`config.mk`:
```
export PLATFORM = sky130hd
export DESIGN_NAME = fpm_mul32
export DESIGN_NICKNAME = d
export VERILOG_FILES = /design/src/rtl/fpm_pkg.sv /design/src/rtl/fpm_unpack.sv /design/src/rtl/fpm_sig_mul.sv /design/src/rtl/fpm_exp_path.sv /design/src/rtl/fpm_mul32.sv
export SDC_FILE = /design/constraint.sdc
export NUM_CORES = 1
export LEC_CHECK = 0
export ABC_AREA = 1
export BUFFER_PORTS_ARGS = -buffer_cell sky130_fd_sc_hd__buf_4
export CORE_MARGIN = 2
export CORE_UTILIZATION = 48
export DETAILED_ROUTE_END_ITERATION = 10
export GPL_TIMING_DRIVEN = 1
export PLACE_DENSITY = 0.62
export SLEW_MARGIN = 20
export SYNTH_ARGS = -nofsm -noshare
export SYNTH_HDL_FRONTEND = slang
export SYNTH_SLANG_ARGS = --single-unit
```
`constraint.sdc`:
```
create_clock -name clk -period 20.6 [get_ports clk]
set_input_delay 2.06 -clock clk [delete_from_list [all_inputs] [get_ports clk]]
set_output_delay 2.06 -clock clk [all_outputs]
set_load 0.03 [all_outputs]
```
`src/rtl/fpm_pkg.sv`:
```
package fpm_pkg;

  typedef struct packed {
    logic exc;
    logic ovf;
    logic unf;
    logic zero;
  } fpm_flags_t;

  localparam int FPM_FLAG_W = $bits(fpm_flags_t);

endpackage

```
`src/rtl/fpm_unpack.sv`:
```
module fpm_unpack #(
  parameter int EXP_W  = 8,
  parameter int FRAC_W = 23,
  localparam int W     = 1 + EXP_W + FRAC_W,
  localparam int SIG_W = FRAC_W + 1
) (
  input  logic [W-1:0]     op,
  output logic             sgn,
  output logic [EXP_W-1:0] expo,
  output logic [SIG_W-1:0] sig,
  output logic             is_zero,
  output logic             is_spec
);

  logic [FRAC_W-1:0] frac;

  always_comb begin
    sgn     = op[W-1];
    expo    = op[W-2:FRAC_W];
    frac    = op[FRAC_W-1:0];
    is_zero = (expo == '0);
    is_spec = &expo;
    // subnormal encodings collapse to zero: no hidden one, no fraction
    sig     = is_zero ? '0 : {1'b1, frac};
  end

endmodule

```
`src/rtl/fpm_sig_mul.sv`:
```
module fpm_sig_mul #(
  parameter int FRAC_W  = 23,
  localparam int SIG_W  = FRAC_W + 1,
  localparam int PROD_W = 2 * SIG_W
) (
  input  logic [SIG_W-1:0]  sig_a,
  input  logic [SIG_W-1:0]  sig_b,
  output logic [FRAC_W-1:0] frac,
  output logic              norm
);

  logic [PROD_W-1:0] prod;
  int unsigned       shamt;

  always_comb begin
    prod  = PROD_W'(sig_a) * PROD_W'(sig_b);
    norm  = prod[PROD_W-1];
    shamt = norm ? FRAC_W + 1 : FRAC_W;
    // keep FRAC_W bits below the leading one; lower bits are dropped
    frac  = FRAC_W'(prod >> shamt);
  end

endmodule

```
`src/rtl/fpm_exp_path.sv`:
```
module fpm_exp_path #(
  parameter int EXP_W  = 8,
  localparam int ESUM_W = EXP_W + 1,
  localparam int BIAS   = (1 << (EXP_W - 1)) - 1,
  localparam int EMAX   = (1 << EXP_W) - 1
) (
  input  logic [EXP_W-1:0] exp_a,
  input  logic [EXP_W-1:0] exp_b,
  input  logic             norm,
  output logic [EXP_W-1:0] exp_res,
  output logic             flush,
  output logic             over
);

  logic [ESUM_W-1:0] esum;
  logic [ESUM_W-1:0] eadj;

  always_comb begin
    esum  = ESUM_W'(exp_a) + ESUM_W'(exp_b);
    // sum below BIAS+1 cannot absorb the bias subtraction
    flush = ~(esum[ESUM_W-1] | esum[EXP_W-1]);
    if (flush) begin
      eadj = '0;
    end else begin
      eadj = esum + ESUM_W'(norm) - ESUM_W'(BIAS);
    end
    over    = ~flush & (eadj >= ESUM_W'(EMAX));
    exp_res = EXP_W'(eadj);
  end

endmodule

```
`src/rtl/fpm_mul32.sv`:
```
module fpm_mul32
  import fpm_pkg::*;
#(
  parameter int EXP_W  = 8,
  parameter int FRAC_W = 23,
  localparam int W     = 1 + EXP_W + FRAC_W,
  localparam int SIG_W = FRAC_W + 1,
  localparam int NOPS  = 2
) (
  input  logic         clk,
  input  logic         rst,
  input  logic [W-1:0] op_a,
  input  logic [W-1:0] op_b,
  output logic [W-1:0] product,
  output logic         flag_exc,
  output logic         flag_ovf,
  output logic         flag_unf,
  output logic         flag_zero
);

  localparam logic [W-1:0] QNAN_WORD = {1'b0, {EXP_W{1'b1}}, 1'b1, {(FRAC_W-1){1'b0}}};

  logic [W-1:0]     ops     [NOPS];
  logic             sgn_v   [NOPS];
  logic [EXP_W-1:0] exp_v   [NOPS];
  logic [SIG_W-1:0] sig_v   [NOPS];
  logic             zero_v  [NOPS];
  logic             spec_v  [NOPS];

  assign ops[0] = op_a;
  assign ops[1] = op_b;

  for (genvar gi = 0; gi < NOPS; gi++) begin : g_unpack
    fpm_unpack #(.EXP_W(EXP_W), .FRAC_W(FRAC_W)) u_unpack (
      .op      (ops[gi]),
      .sgn     (sgn_v[gi]),
      .expo    (exp_v[gi]),
      .sig     (sig_v[gi]),
      .is_zero (zero_v[gi]),
      .is_spec (spec_v[gi])
    );
  end

  logic [FRAC_W-1:0] frac_n;
  logic              norm;
  logic [EXP_W-1:0]  exp_n;
  logic              flush;
  logic              over;

  fpm_sig_mul #(.FRAC_W(FRAC_W)) u_sig_mul (
    .sig_a (sig_v[0]),
    .sig_b (sig_v[1]),
    .frac  (frac_n),
    .norm  (norm)
  );

  fpm_exp_path #(.EXP_W(EXP_W)) u_exp_path (
    .exp_a   (exp_v[0]),
    .exp_b   (exp_v[1]),
    .norm    (norm),
    .exp_res (exp_n),
    .flush   (flush),
    .over    (over)
  );

  logic       sgn_r;
  logic       any_zero;
  logic       any_spec;
  logic [W-1:0] word_d;
  fpm_flags_t flags_d;
  fpm_flags_t flags_q;

  always_comb begin
    sgn_r    = sgn_v[0] ^ sgn_v[1];
    any_zero = zero_v[0] | zero_v[1];
    any_spec = spec_v[0] | spec_v[1];
    flags_d  = '0;
    if (any_spec) begin
      word_d       = QNAN_WORD;
      flags_d.exc  = 1'b1;
    end else if (any_zero) begin
      word_d       = {sgn_r, {(W-1){1'b0}}};
      flags_d.zero = 1'b1;
    end else if (flush) begin
      word_d       = {sgn_r, {(W-1){1'b0}}};
      flags_d.unf  = 1'b1;
    end else if (over) begin
      word_d       = {sgn_r, {EXP_W{1'b1}}, {FRAC_W{1'b0}}};
      flags_d.ovf  = 1'b1;
    end else begin
      word_d       = {sgn_r, exp_n, frac_n};
    end
  end

  always_ff @(posedge clk) begin
    if (rst) begin
      product <= '0;
      flags_q <= '0;
    end else begin
      product <= word_d;
      flags_q <= flags_d;
    end
  end

  assign flag_exc  = flags_q.exc;
  assign flag_ovf  = flags_q.ovf;
  assign flag_unf  = flags_q.unf;
  assign flag_zero = flags_q.zero;

endmodule

```
==> results of run 1 <==
## area by class of cell
type,instances,share of cell area
inverters,714,0.119
repair buffers,134,0.0448
well taps,585,0.0326
flip-flops and latches,36,0.0321
multi-input cells,1902,0.764
clock buffers,7,0.00680
## layer usage
layer  share of wire  track usage
met1            0.40        0.461
met2            0.45        0.545
met3           0.095       0.0669
met4           0.058        0.162
met5         0.00017            0
## cells in the final DEF (no fill, tap or decap), drive strengths merged
master and n:
a211oi 1, a21boi 3, a21o 7, a21oi 66, a31oi 5, and3 4
buf 134, clkbuf 7, clkinv 16, dfxtp 36, fa 482, ha 180
inv 698, nand2 571, nand3 48, nand3b 4, nand4 14, nor2 422
nor3 10, nor4 3, o211a 1, o211ai 2, o21a 4, o21ai 39
o21bai 8, o221a 1, or2 3, xnor2 6, xor2 18
## state kept, by name (all words and copies together) (netlist names)
register,cells
flag_ovf,1
product,32
flag_exc,1
flag_unf,1
flag_zero,1
## cells in the mapped netlist, drive strengths merged (2+ instances only)
cell,number
a21boi,3
a21o,7
a21oi,66
a31oi,5
and3,4
buf,10
clkbuf,54
clkinv,16
dfxtp,36
fa,482
ha,180
inv,698
nand2,571
nand3,48
nand3b,4
nand4,14
nor2,422
nor3,10
nor4,3
o211ai,2
o21a,4
o21ai,39
o21bai,8
or2,3
xnor2,6
xor2,18
## stage by stage
step	hold slack [ns]	std cells	utilization
2_1_floorplan	2.15	2716	-
3_3_place_gp	2.26	3371	0.519
3_5_place_dp	2.26	3371	0.519
4_1_cts	1.98	3378	0.522
5_1_grt	1.99	3378	0.522
6_report	1.98	3378	0.522
## path summary, 6_finish.rpt
| path | startpoint | to | slack [ns] | depth (start not counted) |
|---|---|---|---|---|
| worst min-delay path | rst | flag_exc$_SDFF_PP0_ | 1.98 | 2 |
| worst max-delay path | op_a[24] | product[12]$_SDFF_PP0_ | 8.33 | 43 |
## worst max-delay path: cells and delay by family
| family | cells | cell delay [ns] |
|---|---|---|
| adder cells (fa/ha/maj) | 10 | 4.31 |
| AND/OR/NAND/NOR | 18 | 3.54 |
| buffers and inverters | 10 | 1.63 |
| AO/OA/AOI/OAI | 4 | 0.72 |
| XOR/XNOR | 1 | 0.14 |
## kinds of logic after synthesis
family,share of synthesized area
AOI/OAI and AO/OA,0.0370
adders and majority gates,0.572
buffers and inverters,0.142
xor gates and xnor gates,0.0101
and+or+nand+nor,0.204
DFF,0.0346
==> results.ini, run 1 <==
[synthesis]
synth_area_per_cell_um2 = 7.66
syn_nets = 3444
yosysTopAreaCellShare = 0.464
ys_warn_count = 0
synth_top_area_cell = fa_1
synth_cell_type_count = 43
synth-async-reset-ratio = 0
synth_area_um2 = 20800
syn_inst = 2716
synth_seq_cells = 36
synth-edff-count = 0
synthTopCellsByArea = fa_1 46%, inv_1 13%, ha_1 11%
seq_area_frac_synth = 0.0346
ys.flop_type = dfxtp_1

[detailed_routing]
vias = 18016
drtIter0Drc = 1503
post_drt_wl_per_cell_um = 22.1
totalWireLength_um = 74500
postRouteAntennaNets = 0
drc_errors = 0
drt_first_pass_iters = 5
vias_per_cell = 5.33

[floorplan]
die_w_um = 212
rows = 76
core_region_area_um2 = 43000
top_level_ports = 102
start_util = 0.484
die_area_um2 = 45000
die_h_um = 212

[sta]
fin_crit_ns = 12.27
hold_violations = 0
worst_pin_slew_ns = 1.12
fin_ws_ns = 8.33
report.final.slew_viol_count = 0
maxSlewHeadroom = 0.253
tns_ns = 0
max_freq_mhz = 81.5
finalSetupViolCount = 0
rsz0062_at_grt = no
period_share = 0.596

[layout]
fillers = 4333
multi_input_area_um2 = 17200
drive_above_1_share = 0.0612
diodes = 0
area_delta_synth_final_pct = 7.89
fin_area_um2 = 22500
final_nets = 3521
regArea_um2 = 721

[cts]
ctsResizeCount = 0
cts_buffers = 5
cts_tree = yes
clock_sinks = 36
root_buffer = clkbuf_16
htreeDepth = 2
clkTransAtPathRegs_ns = 0.05
postCtsSetupBuffers = 0
cts_buffer_depth = 2
ctsHoldBuffers = 0

[place]
dpl_cell_area_um2 = 22300
dp_slack_ns = 8.18
gp_congestion = 1.04
portBuffers = 101
dp_hpwl_um = 63800

[global_route]
grt_max_degree = 29
grt_pass1_wl_um = 114000
overflow = 0
antenna_found_initial = 1
grt_pass1_vias = 19024
grtUsageTotal = 0.345

[critical_path]
crit_required_ns = 20.82
cpMostUsedCell = nand2_1
critical_path.slowest_cell = fa_1
cpPeakStageDelay_ns = 0.69
cp-end-kind = flip-flop
path_class = input pin to flip-flop
worstPathArrival_ns = 12.49
startpoint_type = input pin
worstPathMaxFanout = 23

[worst_hold_path]
min_path_type = input pin to flip-flop

[status]
outcome = finished clean

[run]
drv_cap = 0

Power of run 1 is left out: the tool's default activity adds up to more than one toggle a clock period on the data nets, which glitch-free logic cannot reach.
==> inputs of run 2 (changes only) <==
--- a/config.mk
+++ b/config.mk
@@ -11,7 +11,7 @@
 export CORE_UTILIZATION = 48
 export DETAILED_ROUTE_END_ITERATION = 10
 export GPL_TIMING_DRIVEN = 1
-export PLACE_DENSITY = 0.62
+export PLACE_DENSITY = 0.64
 export SLEW_MARGIN = 20
 export SYNTH_ARGS = -nofsm -noshare
 export SYNTH_HDL_FRONTEND = slang
==> constraint.sdc (replaced) <==
create_clock -name clk -period 9.9 [get_ports clk]
set_input_delay 0.99 -clock clk [delete_from_list [all_inputs] [get_ports clk]]
set_output_delay 0.99 -clock clk [all_outputs]
set_load 0.03 [all_outputs]
==> run 2 against run 1 <==
  * Final cell count grew 1.7%
  * Via count grew 1.9%
  * Global-route usage grew 0.43 points
  * Sequential share of layout area shrank 0.072 points
==> results.ini, run 2 (synthesis results as in run 1) <==
[cts]
root_buffer = clkbuf_16
ctsHoldBuffers = 0  ; unchanged
clkTransAtPathRegs_ns = 0.05  ; about the same
cts_buffers = 5  ; unchanged
cts_tree = yes
clock_sinks = 36  ; unchanged
htreeDepth = 2  ; unchanged
cts_buffer_depth = 2  ; unchanged

[detailed_routing]
drc_errors = 0  ; unchanged
vias = 18351  ; +1.9%
post_drt_wl_per_cell_um = 22.1  ; about the same
postRouteAntennaNets = 0  ; unchanged
vias_per_cell = 5.34  ; +0.11%
drtIter0Drc = 1436  ; -4.5%
drt_first_pass_iters = 6  ; +1
totalWireLength_um = 75800  ; +1.7%

[layout]
drive_above_1_share = 0.0820  ; +0.0208
final_cells = 3437  ; +1.7%
final_core_util = 0.534  ; +0.0119
layout_commonest_cell = inv_1
area_delta_synth_final_pct = 10.4
final_nets = 3580  ; +1.7%
most-common-layout-cells = 690 x inv_1, 565 x nand2_1, 482 x fa_1, 415 x nor2_1, 188 x buf_4
diodes = 0  ; unchanged
regMostFlops = product
largest_reg_flops = 32  ; unchanged

[sta]
fin_crit_ns = 9.38
maxSlewHeadroom = 0.507  ; +0.255
hold_violations = 0  ; unchanged
rsz0062_at_grt = no
max_freq_mhz = 107
report.final.slew_viol_count = 0  ; unchanged
finalSetupViolCount = 0  ; unchanged
worst_pin_slew_ns = 0.736  ; -0.383 ns
period_share = 0.947

[critical_path]
worstPathArrival_ns = 9.55  ; -2.94 ns
cp-end-kind = flip-flop
worstPathMaxFanout = 15  ; -35%
startpoint_type = input pin
crit_required_ns = 10.08  ; -10.74 ns
path_class = input pin to flip-flop
cpPeakStageDelay_ns = 0.59  ; -0.10 ns
critical_path.slowest_cell = fa_1

[floorplan]
die_area_um2 = 45000  ; unchanged
die_h_um = 212  ; unchanged
core_region_area_um2 = 43000  ; unchanged
rows = 76  ; unchanged
die_w_um = 212  ; unchanged
top_level_ports = 102  ; unchanged
start_util = 0.484  ; unchanged

[worst_hold_path]
min_path_type = input pin to flip-flop

[global_route]
grtUsageTotal = 0.350  ; +0.00427
grt_max_degree = 29  ; unchanged
grt_pass1_vias = 19451  ; +2.2%
antenna_found_initial = 1  ; unchanged
grt_pass1_wl_um = 116000  ; +1.5%
overflow = 0  ; unchanged

[place]
gp_congestion = 1.00  ; -3.6%
portBuffers = 101  ; unchanged
dp_hpwl_um = 66200  ; +3.7%
dp_cells = 3425  ; +1.6%

[status]
outcome = finished clean

[run]
drv_cap = 0  ; unchanged

==> run 2: area by class of cell <==
cell class / count / area, um^2
clock buffer: 7 / 153
fill: 4298 / 20000
inverter: 714 / 2700
multi-input combinational: 1904 / 17200
sequential: 36 / 721
tap: 585 / 732
timing repair buffer: 191 / 1470
==> run 2: path summary, 6_finish.rpt <==
kind	startpoint	end	slack (ns)	cells after the start
max	op_b[27]	product[13]$_SDFF_PP0_	0.52	47
min	rst	flag_exc$_SDFF_PP0_	0.90	2
==> run 2: timing repair <==
action | CTS | global route
buffers inserted | 0 | 2
hold endpoints to repair | 0 | 0
setup endpoints to repair | 0 | 29
gates resized for setup | 0 | 18
==> run 2: per-stage QoR <==
stage	setup TNS (ns)	setup WS (ns)	cell area (um^2)	hold slack, ns
final	0	0.522	23000	0.902
after global placement	0	0.0510	22700	1.20
after global routing	0	0.0357	23000	0.907
after CTS	0	0.207	22800	0.899
after detailed placement	-0.259	-0.0801	22700	1.19
after floorplan	0	1.01	20800	1.08
==> run 2: worst max-delay path: cells and delay by family <==
kind                       cells  cell delay (ns)
AOI/OAI and AO/OA              5             0.76
adders and majority gates     10             4.25
buffers and inverters         12             1.26
and+or+nand+nor               20             2.24
==> run 2: per-layer routing <==
metal / global-route usage / wire length, um / vias to the layer above / part of all wire
li1: - / - / 8106 / -
met1: 0.472 / 30400 / 9076 / 0.40
met2: 0.557 / 34300 / 971 / 0.45
met3: 0.0669 / 7380 / 196 / 0.097
met4: 0.142 / 3770 / 2 / 0.050
met5: 0 / 11 / - / 0.00015
Power of run 2 is left out for the same reason.
